<file path="src/rtl/bfw_pkg.sv">
package bfw_pkg;

   typedef enum logic [1:0] {
      RUN_WAIT_INIT,
      RUN_WAIT_EDGE,
      RUN_ACTIVE
   } run_state_t;

   typedef enum logic [1:0] {
      BST_IDLE,
      BST_READ,
      BST_DRAIN,
      BST_REQ
   } bst_state_t;

   function automatic int unsigned cnt_width(input int unsigned n);
      return (n > 1) ? $clog2(n) : 1;
   endfunction

endpackage

</file>
<file path="src/rtl/bfw_run_ctrl.sv">
module bfw_run_ctrl (
   input  logic clk,
   input  logic rst_n,
   input  logic sensor_ready_i,
   input  logic memctl_ready_i,
   input  logic vsync_i,
   output logic active_o
);
   import bfw_pkg::*;

   run_state_t state_q, state_d;
   logic       vsync_q;
   logic       both_ready;
   logic       vsync_rise;

   assign both_ready = sensor_ready_i & memctl_ready_i;
   assign vsync_rise = vsync_i & ~vsync_q;

   always_comb begin
      state_d = state_q;
      unique case (state_q)
         RUN_WAIT_INIT: if (both_ready) state_d = RUN_WAIT_EDGE;
         RUN_WAIT_EDGE: begin
            if (!both_ready)     state_d = RUN_WAIT_INIT;
            else if (vsync_rise) state_d = RUN_ACTIVE;
         end
         RUN_ACTIVE:    state_d = RUN_ACTIVE;
         default:       state_d = RUN_WAIT_INIT;
      endcase
   end

   always_ff @(posedge clk) begin
      if (!rst_n) begin
         state_q <= RUN_WAIT_INIT;
         vsync_q <= 1'b0;
      end else begin
         state_q <= state_d;
         vsync_q <= vsync_i;
      end
   end

   assign active_o = (state_q == RUN_ACTIVE);

endmodule

</file>
<file path="src/rtl/bfw_burst_fsm.sv">
module bfw_burst_fsm #(
   parameter int unsigned BURST_LEN = 8,
   parameter int unsigned FIFO_LAT  = 1
) (
   input  logic clk,
   input  logic rst_n,
   input  logic active_i,
   input  logic prog_empty_i,
   input  logic ack_i,
   output logic rd_en_o,
   output logic push_o,
   output logic req_o,
   output logic advance_o
);
   import bfw_pkg::*;

   localparam int unsigned CNT_W = cnt_width(BURST_LEN);
   localparam logic [CNT_W-1:0] LAST_IDX = CNT_W'(BURST_LEN - 1);
   localparam bst_state_t AFTER_READ = (FIFO_LAT == 1) ? BST_DRAIN : BST_REQ;

   bst_state_t       state_q, state_d;
   logic [CNT_W-1:0] cnt_q, cnt_d;

   always_comb begin
      state_d = state_q;
      cnt_d   = cnt_q;
      unique case (state_q)
         BST_IDLE: begin
            if (active_i && !prog_empty_i) begin
               state_d = BST_READ;
               cnt_d   = '0;
            end
         end
         BST_READ: begin
            if (cnt_q == LAST_IDX) state_d = AFTER_READ;
            else                   cnt_d   = cnt_q + 1'b1;
         end
         BST_DRAIN: state_d = BST_REQ;
         BST_REQ:   if (ack_i) state_d = BST_IDLE;
         default:   state_d = BST_IDLE;
      endcase
   end

   always_ff @(posedge clk) begin
      if (!rst_n) begin
         state_q <= BST_IDLE;
         cnt_q   <= '0;
      end else begin
         state_q <= state_d;
         cnt_q   <= cnt_d;
      end
   end

   assign rd_en_o   = (state_q == BST_READ);
   assign req_o     = (state_q == BST_REQ);
   assign advance_o = req_o & ack_i;

   generate
      if (FIFO_LAT == 0) begin : g_fwft
         assign push_o = rd_en_o;
      end else begin : g_lat1
         logic push_q;
         always_ff @(posedge clk) begin
            if (!rst_n) push_q <= 1'b0;
            else        push_q <= rd_en_o;
         end
         assign push_o = push_q;
      end
   endgenerate

endmodule

</file>
<file path="src/rtl/bfw_addr_gen.sv">
module bfw_addr_gen #(
   parameter int unsigned ADDR_W      = 32,
   parameter int unsigned STEP        = 32,
   parameter int unsigned FRAME_BYTES = 1228800
) (
   input  logic              clk,
   input  logic              rst_n,
   input  logic              advance_i,
   output logic [ADDR_W-1:0] addr_o,
   output logic              wrap_o
);
   localparam logic [ADDR_W-1:0] STEP_A  = ADDR_W'(STEP);
   localparam logic [ADDR_W-1:0] FRAME_A = ADDR_W'(FRAME_BYTES);

   logic [ADDR_W-1:0] addr_q;
   logic [ADDR_W-1:0] addr_inc;
   logic              at_end;
   logic              wrap_q;

   assign addr_inc = addr_q + STEP_A;
   assign at_end   = (addr_inc == FRAME_A);

   always_ff @(posedge clk) begin
      if (!rst_n) begin
         addr_q <= '0;
         wrap_q <= 1'b0;
      end else begin
         wrap_q <= advance_i & at_end;
         if (advance_i) addr_q <= at_end ? '0 : addr_inc;
      end
   end

   assign addr_o = addr_q;
   assign wrap_o = wrap_q;

endmodule

</file>
<file path="src/rtl/burst_frame_writer.sv">
module burst_frame_writer #(
   parameter int unsigned WORD_W    = 32,
   parameter int unsigned BURST_LEN = 8,
   parameter int unsigned ADDR_W    = 32,
   parameter int unsigned FRAME_W   = 640,
   parameter int unsigned FRAME_H   = 480,
   parameter int unsigned FIFO_LAT  = 1
) (
   input  logic              clk,
   input  logic              rst_n,
   input  logic              sensor_ready_i,
   input  logic              memctl_ready_i,
   input  logic              vsync_i,
   input  logic              fifo_prog_empty_i,
   output logic              fifo_rd_en_o,
   input  logic [WORD_W-1:0] fifo_data_i,
   output logic              wr_push_o,
   output logic [WORD_W-1:0] wr_data_o,
   output logic              addr_req_o,
   output logic [ADDR_W-1:0] addr_o,
   input  logic              addr_ack_i,
   output logic              recording_o,
   output logic              frame_done_o
);
   localparam int unsigned WORD_BYTES  = WORD_W / 8;
   localparam int unsigned STEP        = BURST_LEN * WORD_BYTES;
   localparam int unsigned FRAME_BYTES = FRAME_W * FRAME_H * WORD_BYTES;

   generate
      if (WORD_W == 0 || (WORD_W % 8) != 0) begin : g_bad_word
         $error("WORD_W must be a nonzero multiple of 8");
      end
      if (BURST_LEN == 0) begin : g_bad_burst
         $error("BURST_LEN must be at least 1");
      end
      if (FIFO_LAT > 1) begin : g_bad_lat
         $error("FIFO_LAT must be 0 or 1");
      end
      if (FRAME_BYTES == 0 || (FRAME_BYTES % STEP) != 0) begin : g_bad_frame
         $error("frame size must be a whole number of bursts");
      end
      if (ADDR_W < 31 && FRAME_BYTES >= (1 << ADDR_W)) begin : g_bad_addr
         $error("ADDR_W too narrow for one frame");
      end
   endgenerate

   logic active;
   logic advance;

   bfw_run_ctrl run_i (
      .clk            (clk),
      .rst_n          (rst_n),
      .sensor_ready_i (sensor_ready_i),
      .memctl_ready_i (memctl_ready_i),
      .vsync_i        (vsync_i),
      .active_o       (active)
   );

   bfw_burst_fsm #(
      .BURST_LEN (BURST_LEN),
      .FIFO_LAT  (FIFO_LAT)
   ) burst_i (
      .clk          (clk),
      .rst_n        (rst_n),
      .active_i     (active),
      .prog_empty_i (fifo_prog_empty_i),
      .ack_i        (addr_ack_i),
      .rd_en_o      (fifo_rd_en_o),
      .push_o       (wr_push_o),
      .req_o        (addr_req_o),
      .advance_o    (advance)
   );

   bfw_addr_gen #(
      .ADDR_W      (ADDR_W),
      .STEP        (STEP),
      .FRAME_BYTES (FRAME_BYTES)
   ) addr_i (
      .clk       (clk),
      .rst_n     (rst_n),
      .advance_i (advance),
      .addr_o    (addr_o),
      .wrap_o    (frame_done_o)
   );

   assign wr_data_o   = fifo_data_i;
   assign recording_o = active;

endmodule

</file>
<file path="config.mk">
export PLATFORM = sky130hd
export DESIGN_NAME = burst_frame_writer
export DESIGN_NICKNAME = d
export VERILOG_FILES = /design/src/rtl/bfw_pkg.sv /design/src/rtl/bfw_run_ctrl.sv /design/src/rtl/bfw_burst_fsm.sv /design/src/rtl/bfw_addr_gen.sv /design/src/rtl/burst_frame_writer.sv
export SDC_FILE = /design/constraint.sdc
export NUM_CORES = 1
export LEC_CHECK = 0
export ABC_AREA = 1
export BUFFER_PORTS_ARGS = -buffer_cell sky130_fd_sc_hd__buf_2
export CORE_ASPECT_RATIO = 1.75
export CORE_MARGIN = 2
export CORE_UTILIZATION = 40
export CTS_BUF_LIST = sky130_fd_sc_hd__clkbuf_2 sky130_fd_sc_hd__clkbuf_4 sky130_fd_sc_hd__clkbuf_8
export CTS_CLUSTER_DIAMETER = 120
export CTS_CLUSTER_SIZE = 10
export DETAILED_ROUTE_END_ITERATION = 7
export PLACE_DENSITY = 0.67
export SLEW_MARGIN = 30
export SYNTH_ARGS = -nofsm -noshare
export SYNTH_HDL_FRONTEND = slang
export SYNTH_HIERARCHICAL = 1
export SYNTH_SLANG_ARGS = --single-unit
</file>
<file path="constraint.sdc">
create_clock -name clk -period 3.5 [get_ports clk]
set_clock_uncertainty 0.1 [all_clocks]
set_input_delay 0.525 -clock clk [delete_from_list [all_inputs] [get_ports clk]]
set_output_delay 0.525 -clock clk [all_outputs]
set_load 0.01 [all_outputs]
</file>
---- Word-level counts from Yosys, hierarchy flattened ----
Cells that the tools add are included.
storage, ports and cells
  register bits after elaboration ......... 42
  input port bits ......................... 39
  output and inout port bits .............. 69
  logic and storage cells ................. 47
operators by class
  add/subtract/negate cells ............... 2
  equal/unequal tests ..................... 13
  muxes and demuxes ....................... 12
  bitwise operators ....................... 5
  reduce and logical (&&, ||, !) cells .... 8
operator list
  kind                                                                     number
  32-bit by 6-bit adder with 32-bit output, second input constant          1
  32-bit by 21-bit equality test with 1-bit output, second input constant  1
  32-bit two-way mux                                                       1
  2-bit two-way mux                                                        6
  2-bit case mux with 4 select lines                                       1
  2-bit equality test, second input constant                               3
  3-bit two-way mux                                                        2
  2-bit by 1-bit inequality test with 1-bit output, second input constant  3
  2-bit case mux with 3 select lines                                       1
  3-bit case mux with 2 select lines                                       1
  3-bit AND reduction                                                      2
  1-bit bitwise AND                                                        4
  2-bit by 1-bit equality test with 1-bit output, second input constant    2
  2-bit logical NOT                                                        2
  2-bit inequality test, second input constant                             2
  3-bit by 1-bit adder with 3-bit output, second input constant            1
  3-bit equality test, second input constant                               1
  3-bit inequality test, second input constant                             1
  2-bit AND reduction                                                      1
  2-bit nonzero test                                                       1
  1-bit logical AND                                                        1
  1-bit logical NOT                                                        1
  1-bit NOT                                                                1

---- Depth between registers and ports, before layout ----
  depth in word-level cells ............... 5
  mapped depth ............................ 15
  depth with buffers taken out ............ 15

---- By module ----
Netlist, hierarchy kept.
by module, submodules not included
  module              instances  cells each  area an instance (sq um)  seq. area each (sq um)
  bfw_addr_gen        1          357         2074.5                    560.5
  bfw_burst_fsm       1          59          391.6                     120.1
  burst_frame_writer  1          32          240.2                     0.0
  bfw_run_ctrl        1          20          131.4                     60.1

---- Least setup slack after synthesis ----
OpenSTA, ideal clock, no wires.
  path kind ............................... register to register
  from .................................... register addr_i.addr_q[6] (netlist: addr_i/addr_o[6])
  to ...................................... register addr_i.addr_q[20] (netlist: addr_i/addr_o[20])
  library setup time ...................... 132 ps
  arrival time ............................ 1706 ps
  data required time ...................... 3268 ps
  path slack .............................. 1562 ps
  cell stages (with the launch flop) ...... 15
  buffers on the path ..................... 0
  clock period less this slack ............ 1938 ps
  path through ............................ dfxtp_1 ha_1 nand2_1 nor2_2 nand2_2 nor2_2 nand2_1 nand2_1 nand2_4 nor2_1 nand2_1 nor2_2 nand2_2 nand2_1 a21oi_2
between the ends
  word-level cells in the longest chain between the ends .. 3
ends and longest elaborated chain
  what                                              RTL line            source
  from (decl)                                       bfw_addr_gen.sv:15  logic [ADDR_W-1:0] addr_q;
  from (signal assigned)                            bfw_addr_gen.sv:29  if (advance_i) addr_q <= at_end ? '0 : addr_inc;
  32-bit by 6-bit adder with 32-bit output *        bfw_addr_gen.sv:20  assign addr_inc = addr_q + STEP_A;
  32-bit by 21-bit equality test with 1-bit output  bfw_addr_gen.sv:21  assign at_end = (addr_inc == FRAME_A);
  32-bit two-way mux *                              bfw_addr_gen.sv:29
Mark *: on every way between the ends. The rest lies on a longest branch, timed or not.
A chain may end at the register's enable or synchronous reset.

---- Worst setup path in the final report ----
  from .................................... register addr_i.addr_q[7] (netlist: addr_i/addr_o[7])
  to ...................................... register addr_i.addr_q[14] (netlist: addr_i/addr_o[14])
Same word-level chain as after synthesis.

==> key figures <==
Global route
  – First-pass GRT wire length: 11,900 um
  – Initial antenna violation count: 0
  – Vias in the first global route: 2,556
  – Largest net degree at the start of global routing: 33
  – Gr usage total: 20.2%
  – Grt total ovfl: 0

Critical path
  – Slowest Stage Delay on Critical Path: 470 ps
  – WP data required: 3560 ps
  – Crit-path slowest cell: dfxtp_1
  – Critical path endpoint category: register
  – Critical Path AT: 2340 ps
  – Buf/Inv on CP: 0
  – CP Max Fanout: 8
  – Cell family with most CP delay: simple AND/OR/NAND/NOR gates
  – Crit path kind: register to register
  – Worst-path cell chain: nand2_1 -> nor2_4 -> nand2_4 -> nor2_4 -> nand2_1 -> nand2_1 -> nand2_1 -> nor2_1 -> nand2_1 -> nor2_2 -> nand2_2 -> nand2_1 -> a21oi_2
  – CP most frequent cell: nand2_1
  – Startpoint types: register

Drt
  – Drt pass-1 iters: 4
  – Detailed Route Iter0 Violations: 127
  – Post-route ant nets: 0
  – Remaining DRCs: 0
  – Wire per inst: 13.2 um
  – Routed wire length: 7360 um
  – Vias per inst: 4.87
  – Vias post-DR: 2,720

Timing
  – Fin crit share: 65.2%
  – Final worst setup slack: 1220 ps
  – Final min period: 2280 ps
  – Final setup viols: 0
  – Final Max Slew Viols: 0
  – Peak Freq: 438 MHz
  – Max_slew headroom: 37.5%
  – Hold Vio Cnt, Final: 0
  – Fin Hold WS: 320 ps
  – RSZ-0062 raised after global routing: false
  – Sum of negative setup slack: 0 ps
  – Slew @ Worst Pin: 937 ps

Clocking
  – Total clock sinks: 37
  – CTS Root Cell: clkbuf_8
  – Clk slew on worst S/H paths: 70 ps
  – Resized cells post-CTS: 0
  – Cts hold-fix bufs: 0
  – Clock Latency Late Sink: 300 ps
  – Post-CTS Setup Inserts: 0
  – CTS tree: done
  – CTS buffer count: 5
  – H-tree depth: 2
  – Longest Clk Path Bufs: 2

Logic synthesis
  – Distinct cells, synth: 27
  – Synth Cell Area: 2840 sq um
  – Multiplexer area fraction after synthesis: 0%
  – Synth warn: 6
  – Register area share after synthesis: 26.1%
  – Post-Synth Adder-Cell Area: 3.53%
  – Avg Inst Size Synth: 6.06 sq um
  – Main combinational cell family by area after synthesis: simple AND/OR/NAND/NOR gates
  – Yosys reg bits: 37
  – Post-synthesis xor/xnor area fraction: 0.926%
  – Synth Area in Simple Gates: 44.9%
  – Synth Instances: 468
  – Compound-cell area share of the yosys netlist: 7.76%

Final layout
  – Multi-input gate area: 1640 sq um
  – Register area: 741 sq um
  – Nets@finish: 520
  – Diode count: 0
  – Share of layout cells above drive strength 1: 16.2%
  – Fillers: 749
  – Area growth from synthesis to layout: 3.26%

Placement
  – Post-DP HPWL: 5800 um
  – Port Buf Inserts: 38
  – GP Congestion: 0.927
  – Worst slack at placement: 1240 ps

Status
  – Status: completed

Floorplan
  – Initial Utilization: 41.4%
  – Die footprint: 7810 sq um
  – Die W: 67.7 um
  – Row count: 40
  – I/O Pins: 108
  – Core Region: 6860 sq um
  – Chip Height: 115 um

Power
  – Static leakage: 1.24 nW
  – Pwr dens: 340 nW/um^2
  – Max VDD drop: 292 uV

Run
  – Maxcap violations: 0

Hold path
  – HP Class: input pin to register
==> kinds of logic after synthesis <==
group	Yosys count
AND/OR/NAND/NOR	291
XOR/XNOR	3
flip-flops	37
AO/OA/AOI/OAI	40
buffers and inverters	88
adder cells (fa/ha/maj)	8
other	1
==> flip-flops by register name, summed over array words and instances (netlist names) <==
register,cells
addr_i/addr_o,27
burst_i/cnt_q,3
burst_i/state_q,2
run_i/state_q,2
addr_i/wrap_o,1
burst_i/push_o,1
run_i/vsync_q,1
==> per-stage QoR <==
step	area (sq um)	utilization, %	cells	power, mW
after global placement	2840	41.5	550	0.696
final	2930	42.7	558	0.997
after detailed placement	2840	41.5	550	0.703
after CTS	2930	42.7	558	1.01
after floorplan	2850	-	472	0.692
after global routing	2930	42.7	558	1.07
==> Yosys cell counts, drive strengths merged <==
cell	instances	area, sq um
a21oi	35	190
and2	4	25.0
buf	39	289
clkbuf	6	22.5
clkinv	1	3.75
conb	1	3.75
dfxtp	37	741
ha	8	100
inv	42	158
nand2	182	721
nand3	15	75.1
nand3b	10	75.1
nand4	7	43.8
nor2	72	328
o21ai	3	15.0
o21bai	2	15.0
or2	1	6.26
xnor2	1	8.76
xor2	2	17.5
==> layout by cell type (no fill, tap or decap) <==
master      n
a21oi_1    31
a21oi_2     4
and2_1      4
buf_2      38
buf_4       1
clkbuf_4    1
clkbuf_8    5
clkinv_1    1
clkinv_2    2
conb_1      5
dfxtp_1    37
ha_1        8
inv_1      41
inv_2       1
nand2_1   171
nand2_2     9
nand2_4     2
nand3_1    15
nand3b_1   10
nand4_1     7
nor2_1     59
nor2_2      8
nor2_4      5
o21ai_0     2
o21ai_1     1
o21bai_1    2
or2_2       1
xnor2_1     1
xor2_1      2
==> worst paths after layout <==
path	from	cells past startpoint	slack (ps)	to
max	addr_i/addr_o[7]$_SDFFE_PN0P_	13	1220	addr_i/addr_o[14]$_SDFFE_PN0P_
min	vsync_i	3	320	run_i/vsync_q$_SDFF_PN0_
max reg2reg	addr_i/addr_o[7]$_SDFFE_PN0P_	13	1220	addr_i/addr_o[14]$_SDFFE_PN0P_
min reg2reg	run_i/state_q[0]$_SDFFE_PN0P_	1	350	run_i/state_q[0]$_SDFFE_PN0P_
==> where the power goes <==
part | internal [mW] | switching, mW | leakage (nW)
Combinational | 0.0808 | 0.144 | 0.891
Sequential | 0.447 | 0.0195 | 0.299
Clock | 0.146 | 0.160 | 0.0484
Total | 0.674 | 0.323 | 1.24
==> tightest hold or removal path: cells and delay by family <==
family        cells  cell delay [ps]
buf+inv           2              120
simple gates      1               40
==> area by class of cell <==
cell class / instances / share of cell area (%)
sequential: 37 / 25.3
clock inverter: 2 / 0.342
inverter: 43 / 5.51
timing repair buffer: 39 / 6.75
clock buffer: 6 / 2.60
tap: 84 / 3.59
multi-input combinational: 347 / 55.9
==> layer usage <==
metal  track usage [%]  routed length, um
met5                 0                  0
met3              3.79                343
met4              14.6                425
met2              36.9               4000
met1              19.4               2590
No activity file was read; power rests on OpenSTA's default activity.
